[src/rtl/srd_pkg.sv]
package srd_pkg;

    localparam int DATA_W = 16;
    localparam int OP_W   = 3;
    // start bit followed by the two-bit read opcode
    localparam logic [OP_W-1:0] READ_OP = 3'b110;

    typedef enum logic [3:0] {
        ST_IDLE,
        ST_SEL_OFF,
        ST_SEL_ON,
        ST_SEL_CLK,
        ST_SEL_RET,
        ST_CMD_SET,
        ST_CMD_HI,
        ST_CMD_LO,
        ST_DAT_HI,
        ST_DAT_LO,
        ST_DESEL,
        ST_EMIT_LO,
        ST_EMIT_HI
    } seq_st_e;

endpackage

[src/rtl/srd_phase_timer.sv]
module srd_phase_timer #(
    parameter int PHASE_CYC = 50
) (
    input  logic clk,
    input  logic rst_n,
    input  logic en,
    output logic tick
);
    localparam int TW = (PHASE_CYC > 1) ? $clog2(PHASE_CYC) : 1;
    localparam logic [TW-1:0] LAST = TW'(PHASE_CYC - 1);

    logic [TW-1:0] cnt_d, cnt_q;

    assign tick = en && (cnt_q == LAST);

    always_comb begin
        cnt_d = cnt_q;
        if (!en || tick)
            cnt_d = '0;
        else
            cnt_d = cnt_q + 1'b1;
    end

    always_ff @(posedge clk) begin
        if (!rst_n)
            cnt_q <= '0;
        else
            cnt_q <= cnt_d;
    end
endmodule

[src/rtl/srd_req_check.sv]
module srd_req_check #(
    parameter int WADDR_W = 6
) (
    input  logic [WADDR_W:0]   byte_addr,
    input  logic [WADDR_W+1:0] byte_cnt,
    output logic               ok,
    output logic [WADDR_W-1:0] word_addr,
    output logic [WADDR_W:0]   word_cnt
);
    localparam int SW = WADDR_W + 2;
    localparam logic [SW-1:0] SPACE = SW'(2 ** WADDR_W);

    logic [SW-1:0] end_word;

    assign word_addr = byte_addr[WADDR_W:1];
    assign word_cnt  = byte_cnt[WADDR_W+1:1];
    assign end_word  = {2'b00, word_addr} + {1'b0, word_cnt};

    always_comb begin
        ok = 1'b1;
        if (byte_addr[0] || byte_cnt[0])
            ok = 1'b0;
        if (byte_cnt == '0)
            ok = 1'b0;
        if (end_word > SPACE)
            ok = 1'b0;
    end
endmodule

[src/rtl/srd_seq.sv]
module srd_seq
    import srd_pkg::*;
#(
    parameter int WADDR_W = 6
) (
    input  logic               clk,
    input  logic               rst_n,
    input  logic               start,
    input  logic               req_ok,
    input  logic [WADDR_W-1:0] req_waddr,
    input  logic [WADDR_W:0]   req_wcnt,
    input  logic               tick,
    input  logic               rom_do,
    output logic               timer_en,
    output logic               rom_cs,
    output logic               rom_sk,
    output logic               rom_di,
    output logic               busy,
    output logic               done,
    output logic               err,
    output logic [7:0]         out_byte,
    output logic               out_valid
);
    localparam int TX_W = OP_W + WADDR_W;
    localparam int BW   = $clog2(DATA_W);

    typedef struct packed {
        seq_st_e             state;
        logic [WADDR_W-1:0]  waddr;
        logic [WADDR_W:0]    left;
        logic [BW-1:0]       bitn;
        logic [TX_W-1:0]     tx;
        logic [DATA_W-1:0]   rx;
        logic                cs;
        logic                sk;
        logic                di;
        logic                busy;
        logic                done;
        logic                err;
        logic                ovalid;
        logic [7:0]          obyte;
    } seq_t;

    seq_t cur_q, nxt_d;

    assign timer_en  = !(cur_q.state inside {ST_IDLE, ST_EMIT_LO, ST_EMIT_HI});
    assign rom_cs    = cur_q.cs;
    assign rom_sk    = cur_q.sk;
    assign rom_di    = cur_q.di;
    assign busy      = cur_q.busy;
    assign done      = cur_q.done;
    assign err       = cur_q.err;
    assign out_byte  = cur_q.obyte;
    assign out_valid = cur_q.ovalid;

    always_comb begin
        nxt_d        = cur_q;
        nxt_d.done   = 1'b0;
        nxt_d.err    = 1'b0;
        nxt_d.ovalid = 1'b0;

        case (cur_q.state)
            ST_IDLE: begin
                if (start) begin
                    if (req_ok) begin
                        nxt_d.state = ST_SEL_OFF;
                        nxt_d.waddr = req_waddr;
                        nxt_d.left  = req_wcnt;
                        nxt_d.busy  = 1'b1;
                    end else begin
                        nxt_d.err = 1'b1;
                    end
                end
            end
            ST_SEL_OFF: if (tick) nxt_d.state = ST_SEL_ON;
            ST_SEL_ON:  if (tick) nxt_d.state = ST_SEL_CLK;
            ST_SEL_CLK: if (tick) nxt_d.state = ST_SEL_RET;
            ST_SEL_RET: begin
                if (tick) begin
                    nxt_d.state = ST_CMD_SET;
                    nxt_d.tx    = {READ_OP, cur_q.waddr};
                    nxt_d.bitn  = '0;
                end
            end
            ST_CMD_SET: if (tick) nxt_d.state = ST_CMD_HI;
            ST_CMD_HI:  if (tick) nxt_d.state = ST_CMD_LO;
            ST_CMD_LO: begin
                if (tick) begin
                    if (cur_q.bitn == BW'(TX_W - 1)) begin
                        nxt_d.state = ST_DAT_HI;
                        nxt_d.bitn  = '0;
                    end else begin
                        nxt_d.state = ST_CMD_SET;
                        nxt_d.bitn  = cur_q.bitn + 1'b1;
                        nxt_d.tx    = {cur_q.tx[TX_W-2:0], 1'b0};
                    end
                end
            end
            ST_DAT_HI: begin
                if (tick) begin
                    nxt_d.state = ST_DAT_LO;
                    nxt_d.rx    = {cur_q.rx[DATA_W-2:0], rom_do};
                end
            end
            ST_DAT_LO: begin
                if (tick) begin
                    if (cur_q.bitn == BW'(DATA_W - 1)) begin
                        nxt_d.state = ST_DESEL;
                    end else begin
                        nxt_d.state = ST_DAT_HI;
                        nxt_d.bitn  = cur_q.bitn + 1'b1;
                    end
                end
            end
            ST_DESEL: begin
                if (tick) begin
                    nxt_d.state  = ST_EMIT_LO;
                    nxt_d.ovalid = 1'b1;
                    nxt_d.obyte  = cur_q.rx[7:0];
                end
            end
            ST_EMIT_LO: begin
                nxt_d.state  = ST_EMIT_HI;
                nxt_d.ovalid = 1'b1;
                nxt_d.obyte  = cur_q.rx[15:8];
            end
            ST_EMIT_HI: begin
                nxt_d.waddr = cur_q.waddr + 1'b1;
                nxt_d.left  = cur_q.left - 1'b1;
                if (cur_q.left == (WADDR_W+1)'(1)) begin
                    nxt_d.state = ST_IDLE;
                    nxt_d.busy  = 1'b0;
                    nxt_d.done  = 1'b1;
                end else begin
                    nxt_d.state = ST_SEL_OFF;
                end
            end
            default: nxt_d.state = ST_IDLE;
        endcase

        // pin levels follow the state being entered, so they are registered
        nxt_d.cs = nxt_d.state inside {ST_SEL_ON, ST_SEL_CLK, ST_SEL_RET,
                                       ST_CMD_SET, ST_CMD_HI, ST_CMD_LO,
                                       ST_DAT_HI, ST_DAT_LO};
        nxt_d.sk = nxt_d.state inside {ST_SEL_CLK, ST_CMD_HI, ST_DAT_HI};
        nxt_d.di = (nxt_d.state inside {ST_CMD_SET, ST_CMD_HI, ST_CMD_LO})
                   ? nxt_d.tx[TX_W-1] : 1'b0;
    end

    always_ff @(posedge clk) begin
        if (!rst_n) begin
            cur_q       <= '0;
            cur_q.state <= ST_IDLE;
        end else begin
            cur_q <= nxt_d;
        end
    end
endmodule

[src/rtl/serial_rom_reader.sv]
module serial_rom_reader #(
    parameter int WADDR_W   = 6,
    parameter int PHASE_CYC = 50
) (
    input  logic               clk,
    input  logic               rst_n,
    input  logic               start,
    input  logic [WADDR_W:0]   byte_addr,
    input  logic [WADDR_W+1:0] byte_cnt,
    output logic               busy,
    output logic               done,
    output logic               err,
    output logic [7:0]         out_byte,
    output logic               out_valid,
    output logic               rom_cs,
    output logic               rom_sk,
    output logic               rom_di,
    input  logic               rom_do
);
    logic               req_ok;
    logic [WADDR_W-1:0] req_waddr;
    logic [WADDR_W:0]   req_wcnt;
    logic               timer_en;
    logic               tick;

    srd_req_check #(.WADDR_W(WADDR_W)) u_check (
        .byte_addr (byte_addr),
        .byte_cnt  (byte_cnt),
        .ok        (req_ok),
        .word_addr (req_waddr),
        .word_cnt  (req_wcnt)
    );

    srd_phase_timer #(.PHASE_CYC(PHASE_CYC)) u_timer (
        .clk   (clk),
        .rst_n (rst_n),
        .en    (timer_en),
        .tick  (tick)
    );

    srd_seq #(.WADDR_W(WADDR_W)) u_seq (
        .clk       (clk),
        .rst_n     (rst_n),
        .start     (start),
        .req_ok    (req_ok),
        .req_waddr (req_waddr),
        .req_wcnt  (req_wcnt),
        .tick      (tick),
        .rom_do    (rom_do),
        .timer_en  (timer_en),
        .rom_cs    (rom_cs),
        .rom_sk    (rom_sk),
        .rom_di    (rom_di),
        .busy      (busy),
        .done      (done),
        .err       (err),
        .out_byte  (out_byte),
        .out_valid (out_valid)
    );
endmodule

[config.mk]
export PLATFORM = sky130hd
export DESIGN_NAME = serial_rom_reader
export DESIGN_NICKNAME = d
export VERILOG_FILES = /design/src/rtl/srd_pkg.sv /design/src/rtl/srd_phase_timer.sv /design/src/rtl/srd_req_check.sv /design/src/rtl/srd_seq.sv /design/src/rtl/serial_rom_reader.sv
export SDC_FILE = /design/constraint.sdc
export NUM_CORES = 1
export LEC_CHECK = 0
export ABC_AREA = 1
export BUFFER_PORTS_ARGS = -buffer_cell sky130_fd_sc_hd__buf_4
export CAP_MARGIN = 30
export CORE_MARGIN = 2
export CORE_UTILIZATION = 40
export CTS_CLUSTER_SIZE = 40
export DETAILED_ROUTE_END_ITERATION = 8
export GPL_TIMING_DRIVEN = 0
export MAX_ROUTING_LAYER = met4
export SYNTH_ARGS = -nofsm -noshare
export SYNTH_HDL_FRONTEND = slang
export SYNTH_SLANG_ARGS = --single-unit
[constraint.sdc]
create_clock -name clk -period 7.51 [get_ports clk]
set_clock_uncertainty 0.2 [all_clocks]
set_input_delay 1.502 -clock clk [delete_from_list [all_inputs] [get_ports clk]]
set_output_delay 1.502 -clock clk [all_outputs]
set_load 0.02 [all_outputs]
After elaboration in Yosys (flattened, before gate mapping)
Cells that the tools add are included. W data, S select, Z words.

Logic and storage cells: 115. Flip-flop bits (word level): 67. Input bits: 19. Output and inout port bits: 15.

Mux-type cells: 35. Add/sub/neg operators: 5. Bitwise operators: 1. Eq/ne operators: 33. Order comparisons: 1. Reductions and logical operators: 24.

Operator list (count): $mux W4 (14); $pmux W4 S13 (1); $eq A4 B4 Y1 const B (9); $pmux W9 S2 (2); $mux W17 (2); $eq A4 B3 Y1 const B (8); $mux W13 (2); $pmux W13 S2 (1); $mux W9 (2); $ne A2 B2 Y1 const B (9); $eq A4 B2 Y1 const B (4); $add A6 B1 Y6 const B (2); $pmux W4 S3 (1); $reduce_bool A3 Y1 (4); $add A6 B7 Y8 (1); $gt A8 B7 Y1 const B (1); $logic_not A8 Y1 (1); $reduce_and A2 Y1 (4); $reduce_and A4 Y1 (2); $reduce_bool A8 Y1 (1); $eq A7 B1 Y1 const B (1); $mux W1 (7); $sub A7 B1 Y7 const B (1); $eq A6 B6 Y1 const B (1); 13 further kinds (18).

Logic depth before layout (Yosys ltp)
Depth in word-level cells: 10. Mapped depth: 17. Mapped depth without buffers: 17.

Modules after synthesis
From an unflattened synthesis, not the netlist that was laid out.

Cell total of the unflattened synthesis: 522. Area, all modules: 3668.5 µm².

By module, submodules not included: srd_seq (sequential area each 1221.2 µm², cells each 406, instances 1, area each 2924.1 µm²); srd_req_check (sequential area each 0.0 µm², cells each 80, instances 1, area each 454.2 µm²); srd_phase_timer (sequential area each 120.1 µm², cells each 36, instances 1, area each 290.3 µm²).

Worst setup path before layout
No wires, ideal clock.

Path type: input port to flip-flop. Start: input port byte_addr[1]. End: register u_seq.cur_q[54] (netlist bit). Arrival: 3.175 ns. Setup time: 0.116 ns. Required time: 7.194 ns. Buffers on the path: 0. Stages: 14. Path slack: 4.019 ns. Cells stage by stage: ha_1 -> inv_1 -> fa_1 -> nand2_1 -> a21oi_1 -> nand3_1 -> nor2_1 -> nand2_1 -> nand2_1 -> nand3_2 -> nand2_2 -> clkinv_1 -> nor2_1 -> nor2_1.

Cells in the longest elaborated chain, start to end: 5.

RTL lines: start, declared (RTL line serial_rom_reader.sv:8) `input logic [WADDR_W:0] byte_addr,`; $add A6 B7 Y8 (RTL line srd_req_check.sv:17) `assign end_word = {2'b00, word_addr} + {1'b0, word_cnt};`; $gt A8 B7 Y1 (RTL line srd_req_check.sv:25) `if (end_word > SPACE)`; $mux W1 (RTL line srd_req_check.sv:25); $ne A2 B2 Y1 (no line); $reduce_and A3 Y1 (no line); end signal, assigned (RTL line srd_seq.sv:155) `cur_q <= nxt_d;`; end, declared (RTL line srd_seq.sv:44) `seq_t cur_q, nxt_d;`.

Every way passes these cells. A chain may end at the register's enable or synchronous reset.

Worst setup path in the final report
Start: input port byte_addr[1]. End: register u_seq.cur_q[56] (netlist bit).

Same word-level chain as after synthesis.

==> results.json <==
{
  "drt_iter0_drc": 169,
  "io_buffers": 33,
  "start_util": 0.407,
  "arrival_ps": 3700,
  "path_max_fanout": 10,
  "synth_fa_ha_area_frac": 0.0466,
  "hp-start": "u_seq.cur_q[31]",
  "postPlaceCellArea_um2": 4340,
  "grt_pass1_wl_um": 15800,
  "overflow": 0,
  "dieHeight_um": 103,
  "core_area_um2": 9640,
  "num_vias": 3753,
  "crit_chain": "buf_4, ha_1, inv_1, fa_1, inv_1, nand2_1, a21oi_1, nand3_1, nor2_1, nand2_1, nand2_1, nand3_2, nand2_2, clkinv_1, nor2_1, nor2_1",
  "dp_slack_ps": 3490,
  "post_cts_resize_count": 0,
  "grt_use_total": 0.195,
  "final_area_um2": 4500,
  "path_delay_family": "simple AND/OR/NAND/NOR gates",
  "ys_types": 47,
  "r2r-end": "u_seq.out_byte[2]",
  "finalHoldViolCount": 0,
  "p_leak_nw": 2.02,
  "fin_util": 0.467,
  "crit-reg2reg-launch": "u_timer.cnt_q[0]",
  "synth-simple-area-share": 0.378,
  "path_clk_slew_ps": 70,
  "ys_seq_elements": 67,
  "layout_min_cycle_time_ps": 3670,
  "diodes": 0,
  "synth_top_family_by_area": "simple AND/OR/NAND/NOR gates",
  "outcome": "finished, final reports clean",
  "synth_compound_area_frac": 0.114,
  "synth_xor_area_frac": 0.0112,
  "crit_cells": 16,
  "die_area_um2": 10600,
  "viasPerCell": 4.97,
  "rsz0062_at_grt": "no",
  "row_count": 36,
  "insertion_delay_ps": 350,
  "synth-main-ff-cell": "dfxtp_1",
  "synth_nets": 607,
  "cap_viol_max_count": 0,
  "ctsLongestPathBuffers": 2,
  "mappedNetlistArea_um2": 3920,
  "grt_max_degree": 11,
  "r2r_setup_slack_ps": 5250,
  "synth_edf_count": 0,
  "htreeDepth": 3,
  "slowest_delay_ps": 370,
  "cts_tree": "built",
  "area_growth_pct": 14.7,
  "timing.fmax_ghz": 0.273,
  "ant_nets": 0,
  "setup_viol": 0,
  "startpoint": "byte_addr[1]",
  "cp-end-kind": "flop",
  "clkSinkCount": 67,
  "fin_setup_tns_ps": 0,
  "crit_path_start_kind": "primary input",
  "antenna_found_initial": 0,
  "irDropWorstVdd_mv": 0.0699,
  "die_x_um": 103,
  "path_class": "in -> reg",
  "drive_gt1_frac": 0.169,
  "synth_area_per_cell_um2": 6.84,
  "tightest_slew_ps": 589,
  "cts_setup_buffers": 0,
  "ctsHoldBuffers": 0,
  "numCtsBuffers": 9,
  "ys_warn_count": 0,
  "hp-class": "reg -> reg",
  "drtPass1Iterations": 4,
  "finalPower_uw": 699,
  "final.setup.worst_slack_ps": 3840,
  "crit_required_ps": 7550,
  "maxSlewViolCount": 0,
  "post-route-period-util": 0.488,
  "wl_per_cell_um": 12.4,
  "globalplace.congestion": 0.951,
  "pin_count": 34,
  "synth_mux_area_frac": 0,
  "syn_inst": 574,
  "power.density_nw_per_um2": 155,
  "slew_headroom": 0.608,
  "dp_hpwl_um": 7110,
  "slowest_stage": "fa_1",
  "first_global_vias": 3549,
  "seq_area_frac_synth": 0.342,
  "crit_end": "u_seq.cur_q[56]",
  "wl_um": 9360,
  "crit_buf_inv": 4,
  "final_nets": 651,
  "reg2reg_depth": 10,
  "clockRootBuffer": "clkbuf_8",
  "drc": 0,
  "synthArstFlopShare": 0
}
synthesized netlist by cell type, types with 3 or more instances:
cell type,number,share of area
a21oi_1,19,0.024
a31oi_1,9,0.014
buf_2,7,0.0089
buf_4,8,0.015
clkbuf_1,5,0.0048
clkinv_1,4,0.0038
dfxtp_1,67,0.34
ha_1,13,0.041
inv_1,59,0.056
inv_2,6,0.0057
nand2_1,115,0.11
nand2_2,6,0.0096
nand2_4,3,0.0086
nand3_1,32,0.041
nand3_2,5,0.013
nand4_1,13,0.021
nor2_1,98,0.094
nor2_2,5,0.0080
nor2_4,4,0.011
nor3_1,17,0.022
o21ai_0,37,0.047
o21ai_1,4,0.0051
or2_2,3,0.0048
xor2_1,3,0.0067
stage by stage:
step / instances / hold WS [ps]
floorplan: 574 / 233
global placement: 740 / 248
detailed placement: 740 / 259
CTS: 755 / 272
global route: 755 / 297
finish: 755 / 270
where the power goes:
part,total (mW),switching (mW),internal [mW]
Combinational,0.0755,0.0464,0.0291
Clock,0.260,0.133,0.127
Sequential,0.363,0.00392,0.359
Total,0.699,0.183,0.515
tightest hold or removal path, stage by stage (launching register included):
cell	delay [ps]
dfxtp_1	310
nand2_1	60
a21oi_1	50
routing by layer:
layer	global-route usage	routed length, um
met1	0.231	4370
met2	0.331	4580
met5	-	0
met4	0.0759	146
met3	0.0346	268
layout make-up:
class,count,area [um2]
plain buffers,25,159
flip-flops and latches,67,1340
clock buffers,13,149
fillers,1027,5140
repair buffers,33,248
well taps,133,166
multi-input cells,412,2160
inverters,70,264
clock inverters,2,12.5
layout by cell type (no fill, tap or decap), drive strengths merged, types with 9 or more instances in the layout:
| cell type | netlist | layout |
|---|---|---|
| nor3 | 19 | 19 |
| clkbuf | 5 | 18 |
| buf | 20 | 53 |
| a31oi | 9 | 9 |
| inv | 65 | 65 |
| nand3 | 37 | 37 |
| a21oi | 20 | 20 |
| nor2 | 109 | 109 |
| o21ai | 41 | 41 |
| ha | 13 | 13 |
| nand4 | 15 | 15 |
| dfxtp | 67 | 67 |
| nand2 | 124 | 124 |
flip-flops by register name (all words and copies together), names as in the netlist:
register and cells:
u_seq.rom_sk 1, u_seq.err 1, u_seq.out_valid 1, u_seq.rom_di 1, u_seq.done 1, u_seq.rom_cs 1
u_seq.cur_q 46, u_seq.out_byte 8, u_seq.busy 1, u_timer.cnt_q 6
cell families after synthesis:
family / Yosys count
and+or+nand+nor: 314
buffers and inverters: 95
xor gates and xnor gates: 5
DFF: 67
adders and majority gates: 14
AOI/OAI and AO/OA: 79
worst min-delay path by stage:
stage	endpoint	slack (ps)	depth (start not counted)
floorplan	u_timer.cnt_q[0]	230	1
global placement	u_timer.cnt_q[0]	250	1
detailed placement	u_seq.cur_q[17]	260	2
CTS	u_seq.cur_q[31]	270	2
global route	u_seq.cur_q[17]	300	2
finish	u_seq.cur_q[31]	270	2
(Power assumes the default switching activity.)
